<file path="src/rtl/pktq_pkg.sv">
package pktq_pkg;
    localparam int PNUM_W  = 6;
    localparam int Q_DEPTH = 8;

    typedef logic [PNUM_W-1:0] pnum_t;

    // Where a retired packet number goes
    typedef enum logic [1:0] {
        DISP_NONE  = 2'd0,
        DISP_STORE = 2'd1,
        DISP_FREE  = 2'd2
    } disp_e;

    typedef struct packed {
        logic  valid;
        pnum_t pnum;
    } rel_t;

    function automatic int unsigned wrap_inc(input int unsigned p, input int unsigned depth);
        return (p == depth - 1) ? 0 : p + 1;
    endfunction
endpackage

</file>
<file path="src/rtl/pktq_fifo.sv">
module pktq_fifo
    import pktq_pkg::*;
#(
    parameter int DEPTH = Q_DEPTH
) (
    input  logic  clk,
    input  logic  rst,
    input  logic  push,
    input  pnum_t wdata,
    input  logic  pop,
    output pnum_t rdata,
    output logic  empty,
    output logic  full
);
    localparam int PW = (DEPTH > 1) ? $clog2(DEPTH) : 1;
    localparam int CW = $clog2(DEPTH + 1);

    pnum_t          mem [DEPTH];
    logic [PW-1:0]  wr_ptr, rd_ptr;
    logic [CW-1:0]  count;
    logic           do_push, do_pop;

    assign empty   = (count == '0);
    assign full    = (count == CW'(DEPTH));
    assign do_push = push && !full;
    assign do_pop  = pop && !empty;
    assign rdata   = mem[rd_ptr];

    always_ff @(posedge clk) begin
        if (rst) begin
            wr_ptr <= '0;
            rd_ptr <= '0;
            count  <= '0;
        end else begin
            if (do_push) begin
                mem[wr_ptr] <= wdata;
                wr_ptr      <= PW'(wrap_inc(int'(wr_ptr), DEPTH));
            end
            if (do_pop)
                rd_ptr <= PW'(wrap_inc(int'(rd_ptr), DEPTH));
            case ({do_push, do_pop})
                2'b10:   count <= count + 1'b1;
                2'b01:   count <= count - 1'b1;
                default: count <= count;
            endcase
        end
    end
endmodule

</file>
<file path="src/rtl/pktq_ctrl.sv">
module pktq_ctrl
    import pktq_pkg::*;
(
    input  logic  clk,
    input  logic  rst,
    input  logic  cfg_tx_en,
    input  logic  cfg_auto_rel,
    input  logic  tx_empty,
    input  logic  done_full,
    input  pnum_t tx_head,
    input  logic  mac_done,
    input  logic  mac_ok,
    output logic  mac_req,
    output logic  tx_pop,
    output logic  done_push,
    output rel_t  rel
);
    disp_e disp;
    logic  can_retire;
    rel_t  rel_q;

    always_comb begin
        can_retire = mac_done && !tx_empty && !done_full;
        if (!can_retire)
            disp = DISP_NONE;
        else if (cfg_auto_rel && mac_ok)
            disp = DISP_FREE;
        else
            disp = DISP_STORE;
        tx_pop    = (disp != DISP_NONE);
        done_push = (disp == DISP_STORE);
        mac_req   = cfg_tx_en && !tx_empty && !done_full;
    end

    always_ff @(posedge clk) begin
        if (rst) begin
            rel_q <= '0;
        end else begin
            rel_q.valid <= (disp == DISP_FREE);
            rel_q.pnum  <= tx_head;
        end
    end

    assign rel = rel_q;
endmodule

</file>
<file path="src/rtl/pktq_tx_track.sv">
module pktq_tx_track
    import pktq_pkg::*;
#(
    parameter int DEPTH = Q_DEPTH
) (
    input  logic              clk,
    input  logic              rst,
    input  logic [PNUM_W-1:0] cpu_pnum,
    input  logic              cpu_enq,
    input  logic              cpu_tx_ack,
    input  logic              cfg_tx_en,
    input  logic              cfg_auto_rel,
    output logic              stat_tx_empty,
    output logic              stat_tx_int,
    output logic [PNUM_W-1:0] stat_done_head,
    output logic              stat_enq_err,
    output logic              mac_req,
    output logic [PNUM_W-1:0] mac_pnum,
    input  logic              mac_done,
    input  logic              mac_ok,
    output logic              rel_valid,
    output logic [PNUM_W-1:0] rel_pnum
);
    pnum_t tx_head, done_head;
    logic  tx_empty, tx_full, done_empty, done_full;
    logic  tx_pop, done_push;
    logic  err_q;
    rel_t  rel;

    pktq_fifo #(.DEPTH(DEPTH)) u_txq (
        .clk   (clk),
        .rst   (rst),
        .push  (cpu_enq),
        .wdata (cpu_pnum),
        .pop   (tx_pop),
        .rdata (tx_head),
        .empty (tx_empty),
        .full  (tx_full)
    );

    pktq_fifo #(.DEPTH(DEPTH)) u_doneq (
        .clk   (clk),
        .rst   (rst),
        .push  (done_push),
        .wdata (tx_head),
        .pop   (cpu_tx_ack),
        .rdata (done_head),
        .empty (done_empty),
        .full  (done_full)
    );

    pktq_ctrl u_ctrl (
        .clk          (clk),
        .rst          (rst),
        .cfg_tx_en    (cfg_tx_en),
        .cfg_auto_rel (cfg_auto_rel),
        .tx_empty     (tx_empty),
        .done_full    (done_full),
        .tx_head      (tx_head),
        .mac_done     (mac_done),
        .mac_ok       (mac_ok),
        .mac_req      (mac_req),
        .tx_pop       (tx_pop),
        .done_push    (done_push),
        .rel          (rel)
    );

    always_ff @(posedge clk) begin
        if (rst)
            err_q <= 1'b0;
        else if (cpu_enq && tx_full)
            err_q <= 1'b1;
    end

    assign stat_tx_empty  = tx_empty;
    assign stat_tx_int    = !done_empty;
    assign stat_done_head = done_head;
    assign stat_enq_err   = err_q;
    assign mac_pnum       = tx_head;
    assign rel_valid      = rel.valid;
    assign rel_pnum       = rel.pnum;
endmodule

</file>
<file path="config.mk">
export PLATFORM = sky130hd
export DESIGN_NAME = pktq_tx_track
export DESIGN_NICKNAME = d
export VERILOG_FILES = /design/src/rtl/pktq_pkg.sv /design/src/rtl/pktq_fifo.sv /design/src/rtl/pktq_ctrl.sv /design/src/rtl/pktq_tx_track.sv
export SDC_FILE = /design/constraint.sdc
export NUM_CORES = 1
export LEC_CHECK = 0
export BUFFER_PORTS_ARGS = -buffer_cell sky130_fd_sc_hd__buf_2
export CORE_MARGIN = 2
export CORE_UTILIZATION = 52
export CTS_BUF_LIST = sky130_fd_sc_hd__clkbuf_8
export DETAILED_ROUTE_END_ITERATION = 8
export MAX_ROUTING_LAYER = met4
export PLACE_DENSITY = 0.7
export SLEW_MARGIN = 20
export SYNTH_ARGS = -nofsm -noshare
export SYNTH_HDL_FRONTEND = slang
export SYNTH_SLANG_ARGS = --single-unit
</file>
<file path="constraint.sdc">
create_clock -name clk -period 5.21 [get_ports clk]
set_input_delay 0.7815 -clock clk [delete_from_list [all_inputs] [get_ports clk]]
set_output_delay 0.7815 -clock clk [all_outputs]
set_load 0.05 [all_outputs]
</file>
==> key figures <==
Power and ir drop
  – Comb pwr share: 28.1%
  – Clk pwr share: 26.1%
  – Net Sw Frac: about 36%
  – Leak pwr: between 0.002 and 0.0025 µW
  – Max rail drop VDD: about 0.25 mV
  – Int Pwr: approximately 1900 µW
  – Reg power frac: 45.8%
  – Switch Pwr: about 1100 µW
  – Power Density: 500 nW/µm²

Synth
  – EDFF count, synth: 96
  – Syn Area/Cell: 16.2 µm²
  – Gate Count Post-Synth: between 300 and 400
  – Synthesized flop and latch total: 130
  – Unique masters post-synth: 40
  – Net Count, Synth: about 350
  – Synth Flop Type: edfxtp_1
  – FFs w/ async S/R, synth: 0%
  – YS warnings: 0
  – Cell Area, Synth: between 5000 and 6000 µm²
  – Sequential share of the synthesized area: about two thirds

CTS
  – Hold_buf cts: 0
  – CTS Buffer Depth: 2
  – CTS sink count: between 100 and 150
  – Setup repair bufs after CTS: 0
  – H-tree levels: 4
  – Clk slew on worst S/H paths: about 0.080 ns
  – Root buffer cell: clkbuf_8
  – CTS tree: done
  – Clock Latency Late Sink: between 0.4 and 0.5 ns
  – Post-CTS sizing: 0
  – Num CTS Buffers: 17

Drt
  – ANT nets after route: 0
  – Metal2 WL: around 4400 µm
  – DRT met1 WL: ~3900 µm
  – Via count: about 2800
  – Top sig layer: met4
  – DR iter-0 viols: between 100 and 150
  – Avg WL per Cell: between 15 and 20 µm
  – Post-Route WL: 8770 µm
  – TritonRoute pass-1 iters: 4
  – Routed wl met3: 355 µm
  – Via density: around 5.5
  – Drt drc: 0

Global route
  – Global-route wire length before repair: roughly 14000 µm
  – Largest net degree at the start of global routing: 37
  – Vias in the first global route: ~2700
  – Total GRT Usage: 17.8%
  – GR Overflow Total: 0
  – Initial antenna violation count: 0

Setup path
  – Crit path DAT: 2.51 ns
  – CP max-delay cell: dfxtp_1
  – CP cell instances: mux4_2 -> mux2_2 -> buf_2
  – Critical path startpoint category: flip-flop
  – CP endpoint kind: output port
  – Crit path max fanout: 12
  – Largest stage delay on the critical path: about 0.86 ns
  – Worst Path Required: 4.43 ns
  – Critical path class: reg -> out

Layout
  – Final net count: roughly 390
  – Area growth syn-to-layout: 12.5%
  – Layout cells sized above 1: between 20 and 30%
  – Most common library cell in the layout ignoring fill and taps: edfxtp_1
  – Util after Layout: 60.0%
  – Fill cells: around 740
  – # diodes: 0
  – Leading cell types in the layout, fill and taps excluded: edfxtp_1, buf_2, dfxtp_1

STA
  – Post-route setup slack: ~1.9 ns
  – Relative slew slack: between 20% and 30%
  – Actual slew at the worst max-slew pin: 1.19 ns
  – Final setup viols: 0
  – Clock Skew: 0.0131 ns
  – Final Hold Violating Endpoints: 0
  – Fmax: roughly 0.30 GHz
  – Total Neg Setup Slack: 0 ns
  – Max Slew Vio Count: 0
  – Period utilisation layout: 63.2%
  – Tmin final: between 3 and 4 ns
  – Unrepaired setup endpoints after global routing: no

Floorplan
  – Row count: 36
  – Die Height: ~100 µm
  – Die width: around 100 µm
  – Initial Util: 53.4%
  – Core region area: just under 10000 µm²
  – DIE AREA: 10800 µm²
  – Number of top-level pins: 37

Min path
  – Hold/Removal Path Class: reg -> reg

Placement
  – Pre-CTS setup slack: roughly 1.8 ns
  – RePlAce Congestion: 0.761
  – Hpwl dp: 5650 µm
  – Port bufs: 36

Outcome
  – Status: finished clean

Run
  – Max-capacitance violation count: 0
-- flip-flops by register name, summed over array words and instances (netlist names), named ones only --
signal	flops
u_doneq.rd_ptr	3
u_txq.mem	48
u_ctrl.rel	7
u_doneq.wr_ptr	3
u_txq.count	4
u_txq.wr_ptr	3
u_txq.rd_ptr	3
stat_enq_err	1
u_doneq.mem	48
u_doneq.count	4
-- power by group through the flow --
| stage | Combinational, µW | Sequential, µW | Clock (µW) |
|---|---|---|---|
| 2_1_floorplan | 698 | 1330 | 0 |
| 3_3_place_gp | 811 | 1370 | 0 |
| 3_5_place_dp | 827 | 1370 | 0 |
| 4_1_cts | 830 | 1350 | 785 |
| 5_1_grt | 891 | 1370 | 827 |
| 6_report | 825 | 1340 | 766 |
-- kinds of logic (layout without fill, tap and decap cells) --
kind of cell | after synthesis | after routing | share of synthesized area [%]
AO/OA/AOI/OAI | 27 | 27 | 3.07
AND/OR/NAND/NOR | 87 | 87 | 8.95
flip-flops | 130 | 130 | 68.3
XOR/XNOR | 6 | 6 | 1.01
buffers and inverters | 18 | 73 | 1.56
adder cells (fa/ha/maj) | 13 | 13 | 3.12
multiplexers | 41 | 41 | 14.0
-- per-stage QoR --
stage / hold WS, ns / instances / total power [µW] / instance area, µm²
global placement: 0.455 / 478 / 2180 / 5500
floorplan: 0.454 / 322 / 2030 / 5220
global route: 0.516 / 510 / 3090 / 5870
detailed placement: 0.459 / 478 / 2200 / 5500
finish: 0.472 / 510 / 2940 / 5870
CTS: 0.478 / 510 / 2970 / 5860
-- path summary, 6_finish.rpt --
path / from / endpoint / slack [ns] / cells after the start
min reg2reg: stat_enq_err$_SDFFE_PP0P_ / stat_enq_err$_SDFFE_PP0P_ / 0.47 / 2
min: stat_enq_err$_SDFFE_PP0P_ / stat_enq_err$_SDFFE_PP0P_ / 0.47 / 2
max: flip-flop / mac_pnum[2] / 1.92 / 3
max reg2reg: u_txq.count[1]$_SDFFE_PP0P_ / u_doneq.count[2]$_SDFFE_PP0P_ / 2.19 / 10
-- metal layers --
layer  GRT usage (%)  up-vias
met5               -        -
met4            6.95        0
met3            5.33       13
met2            28.1       61
met1            21.9     1387
li1                -     1323
-- worst max-delay path: cells and delay by family, from the launching register on --
kind,cells,cell delay [ns]
muxes,2,0.96
DFF,1,0.86
buffers and inverters,1,0.24
-- synth_stat cells, types with 2 or more instances --
| cell | number | share of area, % |
|---|---|---|
| a31oi_1 | 2 | 0.24 |
| buf_2 | 4 | 0.38 |
| nand2b_1 | 3 | 0.36 |
| nor3b_1 | 3 | 0.43 |
| xor2_1 | 6 | 1.0 |
| dfxtp_1 | 34 | 13 |
| nor2b_1 | 7 | 0.84 |
| nor4_2 | 2 | 0.48 |
| ha_1 | 13 | 3.1 |
| inv_1 | 4 | 0.29 |
| a21oi_1 | 15 | 1.4 |
| nor3_1 | 9 | 0.86 |
| nand3_1 | 2 | 0.19 |
| nor2_1 | 27 | 1.9 |
| nand2_1 | 19 | 1.4 |
| buf_1 | 2 | 0.14 |
| edfxtp_1 | 96 | 55 |
| mux2i_1 | 3 | 0.58 |
| mux2_2 | 13 | 2.8 |
| or3_1 | 4 | 0.48 |
| o21ai_0 | 5 | 0.48 |
| mux4_2 | 24 | 10 |
| nor4bb_1 | 3 | 0.58 |
| clkbuf_1 | 6 | 0.43 |
-- cell type report --
cell class | count | area (µm²) | share of cell area, %
Inverter | 4 | 15.0 | 0.256
Clock buffer | 17 | 234 | 3.99
Sequential cell | 130 | 3560 | 60.7
Tap cell | 133 | 166 | 2.84
Multi-Input combinational cell | 174 | 1580 | 26.9
Clock inverter | 15 | 125 | 2.13
Timing Repair Buffer | 37 | 188 | 3.20
Power figures use the tool's default switching activity.
